--- src/rtl/mac_pkg.sv ---
package mac_pkg;

  typedef enum logic [1:0] {
    OP_MUL = 2'd0,
    OP_ADD = 2'd1,
    OP_SUB = 2'd2,
    OP_NEG = 2'd3
  } mac_op_e;

  // bit 7 .. bit 0
  typedef struct packed {
    logic    clear;
    logic    ovf;
    logic    acc_wr;
    logic    square;
    logic    one_op;
    mac_op_e op;
    logic    signed_mode;
  } ctrl_t;

  localparam int ADDR_W = 3;
  localparam logic [ADDR_W-1:0] A_CTRL = 3'd0;
  localparam logic [ADDR_W-1:0] A_OPA  = 3'd1;
  localparam logic [ADDR_W-1:0] A_OPB  = 3'd2;
  localparam logic [ADDR_W-1:0] A_ACC0 = 3'd3;

endpackage

--- src/rtl/mac_ctrl_reg.sv ---
module mac_ctrl_reg
  import mac_pkg::*;
(
  input  logic       clk,
  input  logic       rst_n,
  input  logic       wr,
  input  logic [7:0] wdata,
  input  logic       ovf_set,
  output ctrl_t      cfg,
  output logic       clr
);

  ctrl_t cfg_q;

  // A clear request only acts in the write cycle; it is never stored.
  assign clr = wr & wdata[7];
  assign cfg = cfg_q;

  always_ff @(posedge clk or negedge rst_n) begin
    if (!rst_n) begin
      cfg_q <= '0;
    end else if (wr) begin
      cfg_q.signed_mode <= wdata[0];
      cfg_q.op          <= mac_op_e'(wdata[2:1]);
      cfg_q.one_op      <= wdata[3];
      cfg_q.square      <= wdata[4];
      cfg_q.acc_wr      <= wdata[5];
      // writing 1 keeps the flag, writing 0 or clearing drops it
      cfg_q.ovf         <= wdata[6] & cfg_q.ovf & ~wdata[7];
      cfg_q.clear       <= 1'b0;
    end else if (ovf_set) begin
      cfg_q.ovf <= 1'b1;
    end
  end

endmodule

--- src/rtl/mac_operand_seq.sv ---
module mac_operand_seq #(
  parameter int OPW = 16
) (
  input  logic           clk,
  input  logic           rst_n,
  input  logic           one_op,
  input  logic           square,
  input  logic           ctrl_wr,
  input  logic           clr,
  input  logic           opa_wr,
  input  logic           opb_wr,
  input  logic [OPW-1:0] wdata,
  output logic [OPW-1:0] opa,
  output logic [OPW-1:0] opb,
  output logic [OPW-1:0] opa_nx,
  output logic [OPW-1:0] opb_nx,
  output logic           fire
);

  logic half_q;
  logic any_wr;
  logic single;

  assign any_wr = opa_wr | opb_wr;
  assign single = one_op | square;
  assign fire   = any_wr & (single | half_q);

  // Operand values as they will be after this cycle's write.
  always_comb begin
    opa_nx = opa;
    opb_nx = opb;
    if (opa_wr || (opb_wr && square)) opa_nx = wdata;
    if (opb_wr || (opa_wr && square)) opb_nx = wdata;
  end

  always_ff @(posedge clk or negedge rst_n) begin
    if (!rst_n) begin
      opa    <= '0;
      opb    <= '0;
      half_q <= 1'b0;
    end else begin
      if (clr) begin
        opa <= '0;
        opb <= '0;
      end else begin
        opa <= opa_nx;
        opb <= opb_nx;
      end
      if (ctrl_wr) half_q <= 1'b0;
      else if (any_wr) half_q <= ~fire;
    end
  end

endmodule

--- src/rtl/mac_arith.sv ---
module mac_arith
  import mac_pkg::*;
#(
  parameter int OPW  = 16,
  parameter int ACCW = 48
) (
  input  logic [OPW-1:0]  a,
  input  logic [OPW-1:0]  b,
  input  logic            signed_mode,
  input  mac_op_e         op,
  input  logic [ACCW-1:0] acc,
  output logic [ACCW-1:0] acc_nx,
  output logic            ovf
);

  localparam int PW  = 2 * OPW + 2;
  localparam int EXT = ACCW + 1 - PW;

  logic [OPW:0]         ax, bx;
  logic signed [PW-1:0] prod;
  logic [ACCW:0]        pext, accx, sum;

  always_comb begin
    ax   = {signed_mode & a[OPW-1], a};
    bx   = {signed_mode & b[OPW-1], b};
    prod = $signed(ax) * $signed(bx);
    pext = {{EXT{prod[PW-1]}}, prod};
    accx = {signed_mode & acc[ACCW-1], acc};
    ovf  = 1'b0;
    unique case (op)
      OP_MUL: sum = pext;
      OP_NEG: sum = signed_mode ? (ACCW+1)'(-pext) : pext;
      OP_ADD: sum = accx + pext;
      OP_SUB: sum = accx - pext;
      default: sum = pext;
    endcase
    if (op == OP_ADD || op == OP_SUB)
      ovf = signed_mode ? (sum[ACCW] ^ sum[ACCW-1]) : sum[ACCW];
    acc_nx = sum[ACCW-1:0];
  end

endmodule

--- src/rtl/mac_unit.sv ---
module mac_unit
  import mac_pkg::*;
#(
  parameter int OPW  = 16,
  parameter int ACCW = 48
) (
  input  logic              clk,
  input  logic              rst_n,
  input  logic              wr_en,
  input  logic [ADDR_W-1:0] wr_addr,
  input  logic [OPW-1:0]    wr_data,
  input  logic [ADDR_W-1:0] rd_addr,
  output logic [OPW-1:0]    rd_data
);

  localparam int NWORD = ACCW / OPW;

  logic            ctrl_wr, opa_wr, opb_wr;
  ctrl_t           cfg;
  logic            clr, fire, ovf_nx;
  logic [OPW-1:0]  opa, opb, opa_nx, opb_nx;
  logic [ACCW-1:0] acc, acc_nx;

  assign ctrl_wr = wr_en && (wr_addr == A_CTRL);
  assign opa_wr  = wr_en && (wr_addr == A_OPA);
  assign opb_wr  = wr_en && (wr_addr == A_OPB);

  mac_ctrl_reg u_ctrl (
    .clk     (clk),
    .rst_n   (rst_n),
    .wr      (ctrl_wr),
    .wdata   (wr_data[7:0]),
    .ovf_set (fire & ovf_nx),
    .cfg     (cfg),
    .clr     (clr)
  );

  mac_operand_seq #(.OPW(OPW)) u_seq (
    .clk     (clk),
    .rst_n   (rst_n),
    .one_op  (cfg.one_op),
    .square  (cfg.square),
    .ctrl_wr (ctrl_wr),
    .clr     (clr),
    .opa_wr  (opa_wr),
    .opb_wr  (opb_wr),
    .wdata   (wr_data),
    .opa     (opa),
    .opb     (opb),
    .opa_nx  (opa_nx),
    .opb_nx  (opb_nx),
    .fire    (fire)
  );

  mac_arith #(.OPW(OPW), .ACCW(ACCW)) u_arith (
    .a           (opa_nx),
    .b           (opb_nx),
    .signed_mode (cfg.signed_mode),
    .op          (cfg.op),
    .acc         (acc),
    .acc_nx      (acc_nx),
    .ovf         (ovf_nx)
  );

  // Accumulator: clear beats a computation, which beats a word load.
  always_ff @(posedge clk or negedge rst_n) begin
    if (!rst_n) begin
      acc <= '0;
    end else if (clr) begin
      acc <= '0;
    end else if (fire) begin
      acc <= acc_nx;
    end else if (wr_en && cfg.acc_wr) begin
      for (int w = 0; w < NWORD; w++) begin
        if (wr_addr == ADDR_W'(int'(A_ACC0) + w))
          acc[w*OPW +: OPW] <= wr_data;
      end
    end
  end

  always_comb begin
    rd_data = '0;
    if (rd_addr == A_CTRL) rd_data = OPW'(cfg);
    if (rd_addr == A_OPA)  rd_data = opa;
    if (rd_addr == A_OPB)  rd_data = opb;
    for (int w = 0; w < NWORD; w++) begin
      if (rd_addr == ADDR_W'(int'(A_ACC0) + w))
        rd_data = acc[w*OPW +: OPW];
    end
  end

endmodule

--- config.mk ---
export PLATFORM = sky130hd
export DESIGN_NAME = mac_unit
export DESIGN_NICKNAME = d
export VERILOG_FILES = /design/src/rtl/mac_pkg.sv /design/src/rtl/mac_ctrl_reg.sv /design/src/rtl/mac_operand_seq.sv /design/src/rtl/mac_arith.sv /design/src/rtl/mac_unit.sv
export SDC_FILE = /design/constraint.sdc
export NUM_CORES = 1
export LEC_CHECK = 0
export ABC_AREA = 0
export CORE_UTILIZATION = 40
export DETAILED_ROUTE_END_ITERATION = 6
export HOLD_SLACK_MARGIN = 0.1
export PLACE_DENSITY_LB_ADDON = 0.05
export SYNTH_ARGS = -nofsm -noshare
export SYNTH_HDL_FRONTEND = slang
export SYNTH_SLANG_ARGS = --single-unit
--- constraint.sdc ---
create_clock -name clk -period 13.8 [get_ports clk]
set_clock_uncertainty 0.2 [all_clocks]
set_input_delay 1.38 -clock clk [delete_from_list [all_inputs] [get_ports clk]]
set_output_delay 1.38 -clock clk [all_outputs]
set_load 0.02 [all_outputs]
==> summary.md, run 1 <==
| Metric | Value |
|---|---|
| Status | `completed` |
| Critical Path Source | `wr_addr[0]` |
| Met3 Wirelength | `4590 um` |
| DRT iter0 DRCs | `1636` |
| Drt total wl | `a little over 80000 um` |
| Startpoint types | `primary input` |
| I/O pin cnt | `slightly above 40` |
| CTS sink count | `88` |
| Top FF cell, synth | `dfrtp_1` |
| CP Class | `primary input to register` |
| CP arrival | `13280 ps` |
| Global placement routability congestion | `0.970` |
| Clk slew on worst S/H paths | `80 ps` |
| Final antenna-violating net count | `0` |
| Fin. max-slew vios | `0` |
| Setup TNS | `0 ps` |
| Worst Setup EP | `u_ctrl.cfg[6]$_DFFE_PN0P_` |
| Die Ht | `229 um` |
| RR Startpoint | `u_ctrl.cfg[4]$_DFFE_PN0P_` |
| Top post-synthesis cells by area | `fa_1, dfrtp_1, ha_1` |
| Post-synthesis adder-cell area fraction | `37.2%` |
| Synth Area in Compound Gates | `16.3%` |
| Synthesized area | `around 21000 sq um` |
| Unique masters post-synth | `81` |
| Post-synth EDFFs | `0` |
| Row count | `82` |
| First-pass GRT wire length | `123000 um` |
| R2r setup slk | `1890 ps` |
| Core box area | `50500 sq um` |
| Flops & latches, synth | `88` |
| Clock Tree Root | `clkbuf_16` |
| Placed cells | `around 3200` |
| Post-synthesis simple-gate area fraction | `15.9%` |
| Post-DP HPWL | `65000 um` |
| Count leader, synth | `inv_1` |
| Initial antenna violation count | `0` |
| Worst Path Max Fanout | `11` |
| Synth Area in XOR/XNOR | `just under 5%` |
| Worst-Skew Late Latency | `380 ps` |
| Vias | `18677` |
| Worst reg2reg path depth | `39` |
| Final period util | `a little over nine tenths` |
| Number of global-route vias before repair | `~19000` |
| Mux share of post-synthesis cell area | `6.72%` |
| Largest family of logic cells by synthesized area | `adder cells` |
| DRC Markers | `0` |
| Hold Buf Count CTS | `0` |
| Ys Warns | `0` |
| Final setup fails | `0` |
| Synth area leader | `fa_1` |
| Largest net degree at the start of global routing | `65` |
| Crit end category | `register` |
| Grt total ovfl | `0` |
| M1 WL | `34600 um` |
| Slowest cell on crit path | `a211oi_1` |
| Worst r2r dst | `u_ctrl.cfg[6]$_DFFE_PN0P_` |
| Max cap viols | `0` |
| Initial Utilization | `40.8%` |
| Top layer reached by signal wires | `met4` |
| Post-synth top area share | `28.9%` |
| Num CTS Buffers | `9` |
| Number of standard cells in the final layout excluding fillers | `3182` |
| Final hold violation count | `0` |
| Die X-Extent | `229 um` |
| Critical Path RT | `around 14000 ps` |
| DR WL/cell | `between 20 and 30 um` |
| Crit path time final | `~13000 ps` |
| Max incr delay on CP | `780 ps` |
| Async set-reset flop share out of synthesis | `100%` |
| Share of layout cells above drive strength 1 | `about 8%` |
| Most frequent CP cell | `fa_1` |
| Slew HR | `between 30% and 40%` |
| CTS tree | `done` |
| IO Port Bufs | `40` |
| Synth Instances | `2469` |
| Syn_nets | `2928` |
| Hold Path Cell Cnt | `2` |
| GRT Overall Usage | `31.4%` |
| Max Clock Freq | `75.7 MHz` |
| Avg Vias per Cell | `approximately 5.9` |
| Worst Hold Class | `register to register` |
| DRT Pass-1 Iters | `6` |
| Antenna Cells | `0` |
| Die area | `between 50000 and 60000 sq um` |
| Area grow syn2layout | `9.32%` |
| Syn Area/Cell | `roughly 8.3 sq um` |
| Post-synthesis sequential area ratio | `10.7%` |
| Worst slew pin tran | `between 1000 and 1500 ps` |
| CTS Buffer Depth | `2` |
| Final net count | `roughly 3000` |
| H-Tree Depth | `3` |
| WL met2 | `37600 um` |
| Top cells by count, synth | `inv_1, fa_1, nor2_1` |
==> cells in the final DEF (no fill, tap or decap), types with 10 or more instances in the layout <==
cell type and n:
inv_1 335, fa_1 297, nor2_1 276, nand2_1 274, ha_1 135, a21oi_1 127
buf_4 100, o21ai_0 94, dfrtp_1 88, mux2i_1 78, xnor2_1 74, mux2_2 51
a21o_1 46, nor3_1 43, clkdlybuf4s50_1 38, a211oi_1 37, xor2_1 36, a221oi_1 29
nand3_1 27, a31oi_1 21, and2_1 18, a22oi_1 17, o21a_1 16, o22ai_1 15
and3_1 15, nor2b_1 14, nand2b_1 13, o211ai_1 12, o21bai_1 11, o31ai_1 11
o221ai_1 10
==> how the worst min path moves through the flow <==
stage | to | startpoint
6_report | u_ctrl.cfg[6]$_DFFE_PN0P_ | u_ctrl.cfg[6]$_DFFE_PN0P_
5_1_grt | u_ctrl.cfg[6]$_DFFE_PN0P_ | u_ctrl.cfg[6]$_DFFE_PN0P_
4_1_cts | u_ctrl.cfg[6]$_DFFE_PN0P_ | u_ctrl.cfg[6]$_DFFE_PN0P_
3_5_place_dp | u_ctrl.cfg[6]$_DFFE_PN0P_ | u_ctrl.cfg[6]$_DFFE_PN0P_
3_3_place_gp | u_ctrl.cfg[6]$_DFFE_PN0P_ | u_ctrl.cfg[6]$_DFFE_PN0P_
2_1_floorplan | u_ctrl.cfg[6]$_DFFE_PN0P_ | u_ctrl.cfg[6]$_DFFE_PN0P_
==> state kept, by name, indices dropped and copies added (netlist names) <==
signal	count
acc	48
u_seq.opa	16
u_seq.opb	16
u_ctrl.cfg	7
u_seq.half_q	1
==> logic make-up after synthesis <==
group                      after synthesis
muxes                                  132
DFF                                     88
and+or+nand+nor                        745
AOI/OAI and AO/OA                      506
xor gates and xnor gates               112
adders and majority gates              434
buffers and inverters                  452
==> stage by stage <==
| stage | setup slack (ps) | hold slack (ps) | instance area [sq um] | util [%] |
|---|---|---|---|---|
| 6_report | 583 | 337 | 22500 | 44.6 |
| 5_1_grt | -3.27 | 359 | 22500 | 44.6 |
| 4_1_cts | 264 | 326 | 22500 | 44.5 |
| 3_5_place_dp | -73.5 | 300 | 22200 | 43.9 |
| 3_3_place_gp | -114 | 299 | 22200 | 43.9 |
| 2_1_floorplan | 1430 | 249 | 20600 | - |
==> repair_timing <==
action,CTS,global route
setup endpoints to repair,0,3
gates resized for setup,0,11
setup buffers,0,0
==> metal layers <==
| metal | up-vias | GRT usage (%) |
|---|---|---|
| met5 | - | 0 |
| met4 | 0 | 13.8 |
| met3 | 157 | 3.31 |
| met2 | 711 | 51.0 |
| met1 | 9475 | 42.4 |
| li1 | 8334 | - |
==> critical path: cells and delay by family <==
family	cells	cell delay, ps
AO/OA/AOI/OAI	13	3390
multiplexers	1	370
XOR/XNOR	2	430
AND/OR/NAND/NOR	10	2000
buffers and inverters	6	1630
adder cells (fa/ha/maj)	8	4040
==> final cells by class <==
cell class                 count  area, sq um
timing repair buffer         140         1160
clock inverter                 7         68.8
sequential                    88         2200
multi-input combinational   1929        16800
fill                        5092        28000
tap                          672          841
inverter                     337         1260
clock buffer                   9          225
Power of run 1 is left out: the tool's default activity adds up to more than one toggle a clock period on the data nets, which glitch-free logic cannot reach.
==> run 2: changes to the inputs <==
--- a/config.mk
+++ b/config.mk
@@ -12,4 +12,5 @@
 export PLACE_DENSITY_LB_ADDON = 0.05
 export SYNTH_ARGS = -nofsm -noshare
 export SYNTH_HDL_FRONTEND = slang
+export SYNTH_HIERARCHICAL = 1
 export SYNTH_SLANG_ARGS = --single-unit
==> constraint.sdc (replaced) <==
create_clock -name clk -period 12.2 [get_ports clk]
set_clock_uncertainty 0.2 [all_clocks]
set_input_delay 1.22 -clock clk [delete_from_list [all_inputs] [get_ports clk]]
set_output_delay 1.22 -clock clk [all_outputs]
set_load 0.02 [all_outputs]
==> run 2 against run 1 <==
The run now ends with design-rule violations left. Clock-buffer cell count rose by 2. Flip-flop and latch count unchanged. Die area rose by 6.9%. Synthesized cell count is 2.5% higher. Area after synthesis is 6.9% higher. Cell area grew 18%. Worst setup slack got worse by 120 ps. Critical endpoint is now acc[35]$_DFFE_PN0P_. Largest cell class unchanged.
==> summary.md, run 2 <==
| Metric | Value |
|---|---|
| Worst-Skew Late Latency | `350 ps (-30 ps)` |
| Unique masters post-synth | `101 (+25%)` |
| IO Port Bufs | `40 (unchanged)` |
| Initial antenna violation count | `2 (+2)` |
| Flops & latches, synth | `88 (unchanged)` |
| Area grow syn2layout | `20.9%` |
| Die area | `56000 sq um (+6.9%)` |
| Most frequent CP cell | `buf_4` |
| DR WL/cell | `21.2 um (-16%)` |
| Share of layout cells above drive strength 1 | `21.8% (+14 points)` |
| First-pass GRT wire length | `118000 um (-4.1%)` |
| Worst slew pin tran | `1130 ps (+88.4 ps)` |
| Grt total ovfl | `0 (unchanged)` |
| Synth Instances | `2531 (+2.5%)` |
| Design Area, Final | `26600 sq um (+18%)` |
| Num CTS Buffers | `9 (unchanged)` |
| Syn_nets | `2990 (+2.1%)` |
| CTS tree | `done` |
| Drt total wl | `75500 um (-6.2%)` |
| Largest Register | `acc` |
| Largest net degree at the start of global routing | `92 (+42%)` |
| Hold Buf Count CTS | `0 (unchanged)` |
| Top post-synthesis cells by area | `fa_1, dfrtp_1, ha_1` |
| Commonest cells after routing, fill and taps aside | `buf_4, inv_1, fa_1, nand2_1, ha_1` |
| Final antenna-violating net count | `0 (unchanged)` |
| DRT iter0 DRCs | `1683 (+2.9%)` |
| CTS Buffer Depth | `2 (unchanged)` |
| Die Ht | `237 um (+3.4%)` |
| Max incr delay on CP | `540 ps (-240 ps)` |
| Vias | `19574 (+4.8%)` |
| CP arrival | `11790 ps (-1490 ps)` |
| Critical Path RT | `12260 ps (-1600 ps)` |
| Buffer and inverter count on the worst path | `14 (+8)` |
| Footprint of the multi-input gates | `17900 sq um (+6.7%)` |
| Crit end category | `register` |
| Slowest cell on crit path | `fa_1` |
| H-Tree Depth | `3 (unchanged)` |
| Max Clock Freq | `85.2 MHz` |
| Post-synthesis sequential area ratio | `10.0% (-0.69 points)` |
| I/O pin cnt | `41 (unchanged)` |
| DRT Pass-1 Iters | `7 (+1)` |
| Count leader, synth | `inv_1` |
| Clock Tree Root | `clkbuf_16` |
| GRT Overall Usage | `27.2% (-4.2 points)` |
| Avg Vias per Cell | `5.49 (-6.5%)` |
| Post-DP HPWL | `61900 um (-4.8%)` |
| Final setup fails | `0 (unchanged)` |
| Slew HR | `24.4% (-5.7 points)` |
| Final Util | `49.2% (+4.6 points)` |
| Status | `complete, but fails checks` |
| Synth area leader | `fa_1` |
| Fillers | `5244 (+3.0%)` |
| Worst Setup Slack, final | `464 ps (-119 ps)` |
| Setup TNS | `0 ps (unchanged)` |
| Worst Path Max Fanout | `5 (-6)` |
| Row count | `85 (+3.7%)` |
| Ys Warns | `6 (+6)` |
| Async set-reset flop share out of synthesis | `100% (unchanged)` |
| Worst Hold Class | `register to register` |
| Clk slew on worst S/H paths | `70 ps (about the same)` |
| Top cells by count, synth | `inv_1, fa_1, nand2_1` |
| Post-synth top area share | `27.0% (-1.9 points)` |
| CP Class | `primary input to register` |
| Startpoint types | `primary input` |
| Max FFs per register | `48 (unchanged)` |
| Fin. max-slew vios | `0 (unchanged)` |
| Final net count | `3324 (+12%)` |
| Number of global-route vias before repair | `20217 (+6.6%)` |
| Reg area | `2200 sq um (unchanged)` |
| Die X-Extent | `237 um (+3.4%)` |
| Post-Place Cell Area | `25800 sq um (+16%)` |
| Syn Area/Cell | `8.70 sq um (+4.3%)` |
| Synthesized area | `22000 sq um (+6.9%)` |
| Final hold violation count | `0 (unchanged)` |
| Pre-CTS setup slack | `-608 ps (-534 ps)` |
| Core box area | `54100 sq um (+7.2%)` |
| Crit path time final | `11740 ps` |
| Initial Utilization | `40.7% (-0.11 points)` |
| Final period util | `96.2%` |
| CTS sink count | `88 (unchanged)` |
| Antenna Cells | `0 (unchanged)` |
| Max cap viols | `0 (unchanged)` |
| Top Registers | `acc: 48 flops, u_seq/opa: 16 flops, u_seq/opb: 16 flops` |
| DRC Markers | `5 (+5)` |
| Top FF cell, synth | `dfrtp_1` |
| Violated checks | `design-rule violations` |
| Post-synth EDFFs | `0 (unchanged)` |
| Global placement routability congestion | `0.938 (-3.4%)` |
| CP top delay family | `adder cells` |
| Most common library cell in the layout ignoring fill and taps | `buf_4` |
==> run 2: cell count changes after synthesis, sizes merged, moves of 35 or more <==
cell / change
nand2b: +55
and2: +113
a31oi: +35
nor2: -156
nand2: -59
inv: +69
==> run 2: final cells by class <==
type                    count  share of cell area [%]
multi-input cells        1893                    67.2
repair buffers            466                    14.2
flip-flops and latches     88                    8.27
inverters                 407                    5.74
well taps                 696                    3.27
clock buffers              11                   0.874
clock inverters             5                   0.484
==> run 2: metal layers <==
layer / wire, um / GRT usage (%) / up-vias
met3: 3610 / 2.83 / 86
met1: 34400 / 38.5 / 9878
met4: 1470 / 5.25 / 0
met5: 0 / 0 / -
li1: - / - / 9110
met2: 36000 / 45.1 / 500
==> run 2: through the flow <==
| stage | cells | hold slack (ps) |
|---|---|---|
| 6_report | 3566 | 294 |
| 5_1_grt | 3566 | 347 |
| 4_1_cts | 3546 | 278 |
| 3_5_place_dp | 3530 | 274 |
| 3_3_place_gp | 3530 | 259 |
| 2_1_floorplan | 2531 | 243 |
==> run 2: final timing paths <==
path	start	endpoint	slack (ps)	cells after the start
min in group asynchronous	rst_n	acc[45]$_DFFE_PN0P_	580	1
max	wr_addr[0]	acc[35]$_DFFE_PN0P_	460	50
max in group asynchronous	rst_n	acc[4]$_DFFE_PN0P_	10000	2
max reg2reg	u_ctrl/cfg[4]$_DFFE_PN0P_	acc[35]$_DFFE_PN0P_	1280	45
min	u_seq/half_q$_DFFE_PN0P_	u_seq/half_q$_DFFE_PN0P_	290	1
min reg2reg	u_seq/half_q$_DFFE_PN0P_	u_seq/half_q$_DFFE_PN0P_	290	1
==> run 2: what timing repair did <==
item | in CTS | in global routing
endpoints found under the setup margin | 5 | 20
cloned | 0 | 2
pin swaps | 0 | 47
resized for setup | 6 | 58
buffers inserted | 0 | 18
==> run 2: logic make-up (layout without fill, tap and decap cells) <==
| family | count (synthesis) | count (layout) | share of synthesized area (%) |
|---|---|---|---|
| compound gates | 538 | 538 | 18.1 |
| xor+xnor | 107 | 107 | 4.36 |
| fa+ha+maj | 434 | 434 | 34.8 |
| buf+inv | 550 | 889 | 10.1 |
| flops | 88 | 88 | 10.0 |
| mux | 125 | 125 | 6.59 |
| other cells | 1 | 1 | 0.0170 |
| simple gates | 688 | 688 | 16.1 |
Power of run 2 is left out for the same reason.
